File: src/rtl/ifetch_pkg.sv
package ifetch_pkg;

  // Sequencer phase: idle plus the three equal time units of a fetch.
  typedef enum logic [1:0] {
    PH_IDLE = 2'd0,
    PH_T1   = 2'd1,
    PH_T2   = 2'd2,
    PH_T3   = 2'd3
  } phase_t;

  // Strobes from control to datapath, one per register transfer.
  typedef struct packed {
    logic loadMar;    // address register <= program counter
    logic loadMbr;    // data register <= memory data
    logic advancePc;  // program counter <= program counter + length
    logic loadIr;     // instruction register <= data register
  } xfer_t;

endpackage

File: src/rtl/ifetch_ctrl.sv
module ifetch_ctrl
  import ifetch_pkg::*;
(
  input  logic  clk,
  input  logic  rst,
  input  logic  startReq,
  output xfer_t xfer,
  output logic  memRd,
  output logic  fetchDone
);

  phase_t phase;
  phase_t phaseNext;
  logic   doneQ;

  // Next-phase logic: start is only looked at in idle and after t3.
  always_comb begin
    phaseNext = phase;
    unique case (phase)
      PH_IDLE: if (startReq) phaseNext = PH_T1;
      PH_T1:   phaseNext = PH_T2;
      PH_T2:   phaseNext = PH_T3;
      PH_T3:   phaseNext = startReq ? PH_T1 : PH_IDLE;
      default: phaseNext = PH_IDLE;
    endcase
  end

  always_ff @(posedge clk) begin
    if (rst) begin
      phase <= PH_IDLE;
      doneQ <= 1'b0;
    end else begin
      phase <= phaseNext;
      doneQ <= (phase == PH_T3);
    end
  end

  // Transfer strobes decoded from the phase.
  always_comb begin
    xfer           = '0;
    xfer.loadMar   = (phase == PH_T1);
    xfer.loadMbr   = (phase == PH_T2);
    xfer.advancePc = (phase == PH_T2);
    xfer.loadIr    = (phase == PH_T3);
  end

  assign memRd     = (phase == PH_T2);
  assign fetchDone = doneQ;

  // a start seen in idle opens t1 on the next clock
  a_r2_start_to_t1: assert property (@(posedge clk) disable iff (rst)
    (phase == PH_IDLE && startReq) |=> (phase == PH_T1));

  // the read strobe never lasts two cycles
  a_r4_read_single: assert property (@(posedge clk) disable iff (rst)
    memRd |=> !memRd);

  // done is a single-cycle pulse
  a_r8_done_pulse: assert property (@(posedge clk) disable iff (rst)
    fetchDone |=> !fetchDone);

  // once reading, the fetch always proceeds to t3 whatever start does
  a_r10_no_abort: assert property (@(posedge clk) disable iff (rst)
    (phase == PH_T2) |=> (phase == PH_T3));

endmodule

File: src/rtl/ifetch_dp.sv
module ifetch_dp
  import ifetch_pkg::*;
#(
  parameter int AW        = 16,
  parameter int DW        = 16,
  parameter int INSTR_LEN = 1
) (
  input  logic          clk,
  input  logic          rst,
  input  logic [AW-1:0] resetVec,
  input  xfer_t         xfer,
  input  logic [DW-1:0] memData,
  output logic [AW-1:0] memAddr,
  output logic [DW-1:0] instrOut
);

  localparam logic [AW-1:0] PC_STEP = AW'(INSTR_LEN);

  logic [AW-1:0] pc;
  logic [AW-1:0] mar;
  logic [DW-1:0] mbr;
  logic [DW-1:0] ir;

  // Program counter: reset vector on reset, stepped during the read step.
  always_ff @(posedge clk) begin
    if (rst)                 pc <= resetVec;
    else if (xfer.advancePc) pc <= pc + PC_STEP;
  end

  // Address register: sole driver of the address lines.
  always_ff @(posedge clk) begin
    if (rst)               mar <= '0;
    else if (xfer.loadMar) mar <= pc;
  end

  // Data register: sole receiver of the data lines.
  always_ff @(posedge clk) begin
    if (rst)               mbr <= '0;
    else if (xfer.loadMbr) mbr <= memData;
  end

  // Instruction register.
  always_ff @(posedge clk) begin
    if (rst)              ir <= '0;
    else if (xfer.loadIr) ir <= mbr;
  end

  assign memAddr  = mar;
  assign instrOut = ir;

  // the address register moves only on its own strobe
  a_r3_mar_hold: assert property (@(posedge clk) disable iff (rst)
    !xfer.loadMar |=> $stable(mar));

  // the counter holds outside the read step
  a_r6_pc_hold: assert property (@(posedge clk) disable iff (rst)
    !xfer.advancePc |=> $stable(pc));

endmodule

File: src/rtl/ifetch_seq.sv
module ifetch_seq
  import ifetch_pkg::*;
#(
  parameter int AW        = 16,
  parameter int DW        = 16,
  parameter int INSTR_LEN = 1
) (
  input  logic          clk,
  input  logic          rst,
  input  logic          startReq,
  input  logic [AW-1:0] resetVec,
  output logic [AW-1:0] memAddr,
  output logic          memRd,
  input  logic [DW-1:0] memData,
  output logic [DW-1:0] instrOut,
  output logic          fetchDone
);

  xfer_t xfer;

  ifetch_ctrl i_ctrl (
    .clk       (clk),
    .rst       (rst),
    .startReq  (startReq),
    .xfer      (xfer),
    .memRd     (memRd),
    .fetchDone (fetchDone)
  );

  ifetch_dp #(
    .AW        (AW),
    .DW        (DW),
    .INSTR_LEN (INSTR_LEN)
  ) i_dp (
    .clk      (clk),
    .rst      (rst),
    .resetVec (resetVec),
    .xfer     (xfer),
    .memData  (memData),
    .memAddr  (memAddr),
    .instrOut (instrOut)
  );

  // on done, the instruction is the word returned two clocks earlier
  a_r7_instr_from_read: assert property (@(posedge clk) disable iff (rst)
    (fetchDone && $past(memRd, 2)) |-> (instrOut == $past(memData, 2)));

  // done is always preceded by a read two clocks before
  a_r5_read_before_done: assert property (@(posedge clk) disable iff (rst)
    fetchDone |-> $past(memRd, 2));

endmodule

File: config.mk
export PLATFORM = sky130hd
export DESIGN_NAME = ifetch_seq
export DESIGN_NICKNAME = d
export VERILOG_FILES = /design/src/rtl/ifetch_pkg.sv /design/src/rtl/ifetch_ctrl.sv /design/src/rtl/ifetch_dp.sv /design/src/rtl/ifetch_seq.sv
export SDC_FILE = /design/constraint.sdc
export NUM_CORES = 1
export LEC_CHECK = 0
export BUFFER_PORTS_ARGS = -buffer_cell sky130_fd_sc_hd__buf_2
export CORE_MARGIN = 2
export CORE_UTILIZATION = 35
export CTS_CLUSTER_DIAMETER = 40
export DETAILED_ROUTE_END_ITERATION = 6
export PLACE_DENSITY = 0.54
export SYNTH_ARGS = -nofsm -noshare
export SYNTH_HDL_FRONTEND = slang
export SYNTH_SLANG_ARGS = --single-unit
File: constraint.sdc
create_clock -name clk -period 2.9 [get_ports clk]
set_clock_uncertainty 0.2 [all_clocks]
set_input_delay 0.58 -clock clk [delete_from_list [all_inputs] [get_ports clk]]
set_output_delay 0.58 -clock clk [all_outputs]
set_load 0.1 [all_outputs]
==> results of run 1 <==
==> kinds of logic (layout without fill, tap and decap cells) <==
| family | after synthesis | after routing | share of synthesized area (%) |
|---|---|---|---|
| AO/OA/AOI/OAI | 16 | 16 | 2.885 |
| XOR/XNOR | 14 | 14 | 4.350 |
| adder cells (fa/ha/maj) | 6 | 6 | 2.663 |
| buffers and inverters | 19 | 93 | 2.796 |
| flip-flops | 67 | 67 | 53.26 |
| multiplexers | 50 | 50 | 17.80 |
| AND/OR/NAND/NOR | 93 | 93 | 16.25 |
==> cells in the mapped netlist (4+ instances only) <==
cell type  count
nor2_1        53
dfxtp_1       51
mux2i_1       49
nand2_1       17
edfxtp_1      16
o21ai_1       14
clkbuf_1       9
xnor2_1        7
xor2_1         7
buf_2          6
ha_1           6
inv_1          4
nand3_1        4
nand4_1        4
==> critical path, delay by kind of cell (launching register included) <==
family	cells	cell delay [ns]
flops	1	0.36
fa+ha+maj	1	0.39
buf+inv	2	0.62
==> power by group through the flow <==
stage | logic, mW | registers [mW] | clock network [mW]
2_1_floorplan | 0.599 | 1.79 | 0
3_3_place_gp | 1.27 | 1.34 | 0
3_5_place_dp | 1.29 | 1.35 | 0
4_1_cts | 1.29 | 1.33 | 0.787
5_1_grt | 1.36 | 1.35 | 0.820
6_report | 1.27 | 1.32 | 0.762
==> registers in the layout, indices dropped and copies added, names as in the netlist <==
signal	count
i_ctrl.fetchDone	1
i_dp.mbr	16
i_dp.instrOut	16
i_dp.pc	16
i_dp.memAddr	16
i_ctrl.phase	2
==> area by class of cell <==
| class | instances | area (sq um) |
|---|---|---|
| clock buffer | 10 | 127.6 |
| multi-input combinational | 179 | 1241 |
| sequential | 67 | 1501 |
| timing repair buffer | 73 | 377.9 |
| tap | 102 | 127.6 |
| fill | 793 | 4313 |
| clock inverter | 6 | 63.81 |
| inverter | 4 | 15.01 |
==> path summary, 6_finish.rpt <==
kind                                       start          endpoint  slack [ns]
worst min-delay path                  memData[3]       i_dp.mbr[3]        0.27
worst min register to register  i_dp.memAddr[12]  i_dp.memAddr[12]        0.29
worst max register to register   i_ctrl.phase[0]       i_dp.pc[10]        0.82
worst max-delay path             i_ctrl.phase[0]             memRd        0.41
==> stage by stage <==
stage	std cells	hold WS [ns]	cell area [sq um]
2_1_floorplan	265	0.2601	2821
3_3_place_gp	425	0.2685	3263
3_5_place_dp	425	0.2778	3263
4_1_cts	441	0.2484	3455
5_1_grt	441	0.2782	3455
6_report	441	0.2669	3455
==> metal layers <==
layer,up-vias,global-route usage (%)
met5,-,0
met4,0,3.986
met3,7,7.143
met2,51,21.96
met1,929,17.45
li1,1041,-
==> flow_metrics.py, run 1 <==
metrics = {
    "placement": {
        "place_ws_ns": 0.7631,
        "routabilityCongestion": 0.6968,
        "place_hpwl_um": 4041,
        "io_buffers": 68,
    },
    "clock_tree": {
        "path_clk_slew_ns": 0.07,
        "cts_root_buf": "clkbuf_8",
        "cts_tree": "yes",
        "clk-insertion-delay-late_ns": 0.35,
        "cts_sinks": 67,
        "cts_made_buffers": 9,
        "clk_path_buf_depth": 2,
        "h-tree-depth": 3,
        "post-cts-setup-buffers": 0,
        "cts_hold_buffers": 0,
        "post_cts_resized": 0,
    },
    "floorplanning": {
        "start_util_pct": 36.29,
        "rows": 32,
        "core-area_sq_um": 7767,
        "die_height_um": 93.75,
        "dieArea_sq_um": 8788,
        "die_width_um": 93.75,
        "ios": 69,
    },
    "sta": {
        "fin_crit_sh_pct": 85.82,
        "fmax_mhz": 401.8,
        "rsz0062_at_grt": "false",
        "slew_headroom_pct": 51.06,
        "tightest_slew_ns": 0.7342,
        "hold_viol": 0,
        "min_period_ns": 2.489,
        "setup_violations": 0,
        "setup_slack_ns": 0.4113,
        "finalSetupTns_ns": 0,
        "maxSlewViolCount": 0,
    },
    "routing": {
        "wl_met3_um": 451,
        "first_pass_iters": 4,
        "drc": 0,
        "totalWireLength_um": 5747,
        "vias_per_cell": 4.599,
        "wl_per_cell_um": 13.03,
        "dr_total_vias": 2028,
        "met1_length_um": 2569,
        "wl_met2_um": 2655,
        "drtIter0Drc": 82,
        "top_layer": "met4",
        "ant_nets": 0,
    },
    "critical_path": {
        "required_ns": 2.12,
        "r2r_cells": 3,
        "critical_path_arrival_ns": 1.71,
        "crit_path_start_kind": "register",
        "critPathMaxStageDelay_ns": 0.49,
        "end_kind": "output pin",
        "path_cells": "inv_1, ha_2, buf_2",
        "slowest_stage": "buf_2",
        "crit_type": "reg2out",
        "cp_max_fo": 10,
    },
    "power": {
        "power.total_mw": 3.355,
        "vdd_ir_drop_max_v": 0.0003770,
        "p_sw_mw": 1.426,
        "switching_share_pct": 42.49,
        "p_leak_nw": 1.424,
        "power.share.sequential_pct": 39.4,
        "p_int_mw": 1.930,
        "power_frac_clock_pct": 22.7,
        "comb_power_share_pct": 37.9,
        "pwr_density_cell_nw_per_um2": 971.2,
    },
    "global_route": {
        "antenna_found_initial": 0,
        "first_global_vias": 2038,
        "grt_max_degree": 56,
        "overflow": 0,
        "track_usage_pct": 14.20,
        "grt_first_pass_wirelength_um": 9687,
    },
    "layout": {
        "final_common_cell": "buf_2",
        "nets": 375,
        "antennaDiodeCount": 0,
        "layout-drive-gt1-share_pct": 28.02,
        "area_growth_pct": 22.55,
        "fin_util_pct": 44.47,
        "layout_common_cells": "buf_2 (68), nor2_1 (53), dfxtp_1 (51), mux2i_1 (49), nand2_1 (17)",
    },
    "yosys": {
        "synth_flop_cell": "dfxtp_1",
        "syn_nets": 306,
        "yosys.cell_types.count": 28,
        "yosysTopAreaCellShare_pct": 36.22,
        "netlist_area_sq_um": 2819,
        "ys_seq_area_share_pct": 53.26,
        "yosysWarnings": 0,
        "synth_edf_count": 16,
        "ys_async_sr_fraction_pct": 0,
        "ys_ff_latch": 67,
        "yosysTopAreaCell": "dfxtp_1",
        "postSynthCellCount": 265,
        "postSynthAreaPerCell_sq_um": 10.64,
        "synth_area_leaders": "dfxtp_1 (36%), mux2i_1 (17%), edfxtp_1 (17%)",
    },
    "worst_hold_path": {
        "hp-class": "in2reg",
        "min_path_cells": 3,
    },
    "outcome": {
        "status": "completed",
    },
    "run": {
        "drv_cap": 0,
    },
}
No activity file was read; power rests on OpenSTA's default activity.
==> inputs of run 2 (changes only) <==
- CORE_UTILIZATION: 35 -> 40
- PLACE_DENSITY: 0.54 -> 0.72
==> flow_metrics.py, run 2 (same netlist as run 1, synthesis figures left out) <==
metrics = {
    "sta": {
        "fin_crit_sh_pct": 85.89,
        "rsz0062_at_grt": "false",
        "holdWs_ns": 0.2825,
        "tightest_slew_ns": 0.7097,
        "setup_violations": 0,
        "fmax_mhz": 401.5,
        "slew_headroom_pct": 52.69,
        "finalSetupTns_ns": 0,
        "min_period_ns": 2.491,
        "setup_slack_ns": 0.4093,
        "maxSlewViolCount": 0,
        "hold_viol": 0,
    },
    "layout": {
        "area_growth_pct": 21.88,
        "layout-drive-gt1-share_pct": 27.81,
        "final_common_cell": "buf_2",
        "layout_common_cells": "buf_2 (68), nor2_1 (53), dfxtp_1 (51), mux2i_1 (49), nand2_1 (17)",
        "register_area_sq_um": 1501,
        "multiInputGateArea_sq_um": 1241,
        "final_cell_count_no_fill": 434,
        "nets": 375,
        "fillCellCount": 646,
        "antennaDiodeCount": 0,
    },
    "power": {
        "p_leak_nw": 1.420,
        "power.total_mw": 3.288,
        "power_frac_clock_pct": 21.2,
        "switching_share_pct": 41.85,
        "pwr_density_cell_nw_per_um2": 956.8,
        "power.share.sequential_pct": 40.2,
        "p_sw_mw": 1.376,
        "p_int_mw": 1.912,
        "comb_power_share_pct": 38.6,
        "vdd_ir_drop_max_v": 0.0006129,
    },
    "floorplanning": {
        "core-area_sq_um": 6794,
        "ios": 69,
        "dieArea_sq_um": 7735,
        "die_height_um": 87.95,
        "rows": 30,
        "start_util_pct": 41.49,
        "die_width_um": 87.95,
    },
    "worst_hold_path": {
        "min_from": "memData[5]",
        "min_path_cells": 3,
        "hp-class": "in2reg",
        "whs_endpoint": "i_dp.mbr[5]",
    },
    "clock_tree": {
        "post_cts_resized": 0,
        "path_clk_slew_ns": 0.07,
        "h-tree-depth": 3,
        "clk_path_buf_depth": 2,
        "cts_root_buf": "clkbuf_8",
        "cts_sinks": 67,
        "cts_tree": "yes",
        "post-cts-setup-buffers": 0,
        "cts_made_buffers": 9,
        "clk-insertion-delay-late_ns": 0.33,
        "cts_hold_buffers": 0,
    },
    "routing": {
        "drc": 0,
        "dr_total_vias": 2035,
        "wl_per_cell_um": 12.60,
        "ant_nets": 0,
        "first_pass_iters": 4,
        "drtIter0Drc": 66,
        "vias_per_cell": 4.689,
        "totalWireLength_um": 5469,
    },
    "global_route": {
        "track_usage_pct": 15.46,
        "antenna_found_initial": 0,
        "grt_max_degree": 53,
        "first_global_vias": 2025,
        "overflow": 0,
        "grt_first_pass_wirelength_um": 9197,
    },
    "outcome": {
        "status": "completed",
    },
    "critical_path": {
        "startpoint": "i_ctrl.phase[0]",
        "crit_type": "reg2out",
        "cp_max_fo": 12,
        "r2r_cells": 3,
        "r2r_slack_ns": 0.82,
        "worst_r2r_endpoint": "i_dp.pc[14]",
        "critical_path_arrival_ns": 1.71,
        "crit_path_start_kind": "register",
        "end_kind": "output pin",
        "required_ns": 2.12,
        "reg2reg_from": "i_ctrl.phase[0]",
    },
    "placement": {
        "place_hpwl_um": 3891,
        "place_ws_ns": 0.7285,
        "placed_cells": 419,
        "routabilityCongestion": 0.7027,
        "io_buffers": 68,
    },
    "run": {
        "drv_cap": 0,
    },
}
==> run 2: cell types whose count changed in the layout (fill, tap and decap cells not counted), sizes merged <==
| cell | change |
|---|---|
| bufinv | -1 |
| clkbuf | +3 |
| clkinv | -1 |
| inv | -2 |
==> run 2: critical path, stage by stage (launching register included) <==
cell and delay [ns]:
dfxtp_1 0.36, inv_1 0.12, ha_2 0.40, buf_2 0.50
==> run 2: final cells by class <==
cell class,instances,share of cell area (%)
Clock inverter,2,0.2913
Sequential cell,67,43.70
Clock buffer,13,4.953
Timing Repair Buffer,73,11.00
Multi-Input combinational cell,179,36.13
Tap cell,96,3.496
Inverter,4,0.4370
==> run 2: worst max path at each step <==
stage                     depth (start not counted)  slack, ns         end
after detailed placement                          3       0.73       memRd
after global placement                            3       0.77       memRd
after CTS                                         3       0.36       memRd
after global routing                              3       0.30       memRd
final                                             3       0.41       memRd
after floorplan                                   5       0.32  i_dp.pc[0]
==> run 2: per-layer routing <==
metal | vias up | track usage [%] | wire (um)
met5 | - | 0 | 0
met3 | 8 | 5.844 | 401
met1 | 937 | 17.17 | 2330
met4 | 0 | 6.713 | 82
li1 | 1038 | - | -
met2 | 52 | 26.45 | 2654
==> run 2: power groups by stage <==
stage	Combinational, mW	Sequential [mW]	Clock, mW
global route	1.37	1.35	0.760
finish	1.27	1.32	0.698
CTS	1.29	1.32	0.723
floorplan	0.599	1.79	0
global placement	1.26	1.33	0
detailed placement	1.28	1.34	0
==> run 2: metrics by stage <==
step                      util [%]  area [sq um]
after CTS                    50.57          3436
after global routing         50.57          3436
after detailed placement     47.92          3256
after floorplan                  -          2821
final                        50.57          3436
after global placement       47.92          3256
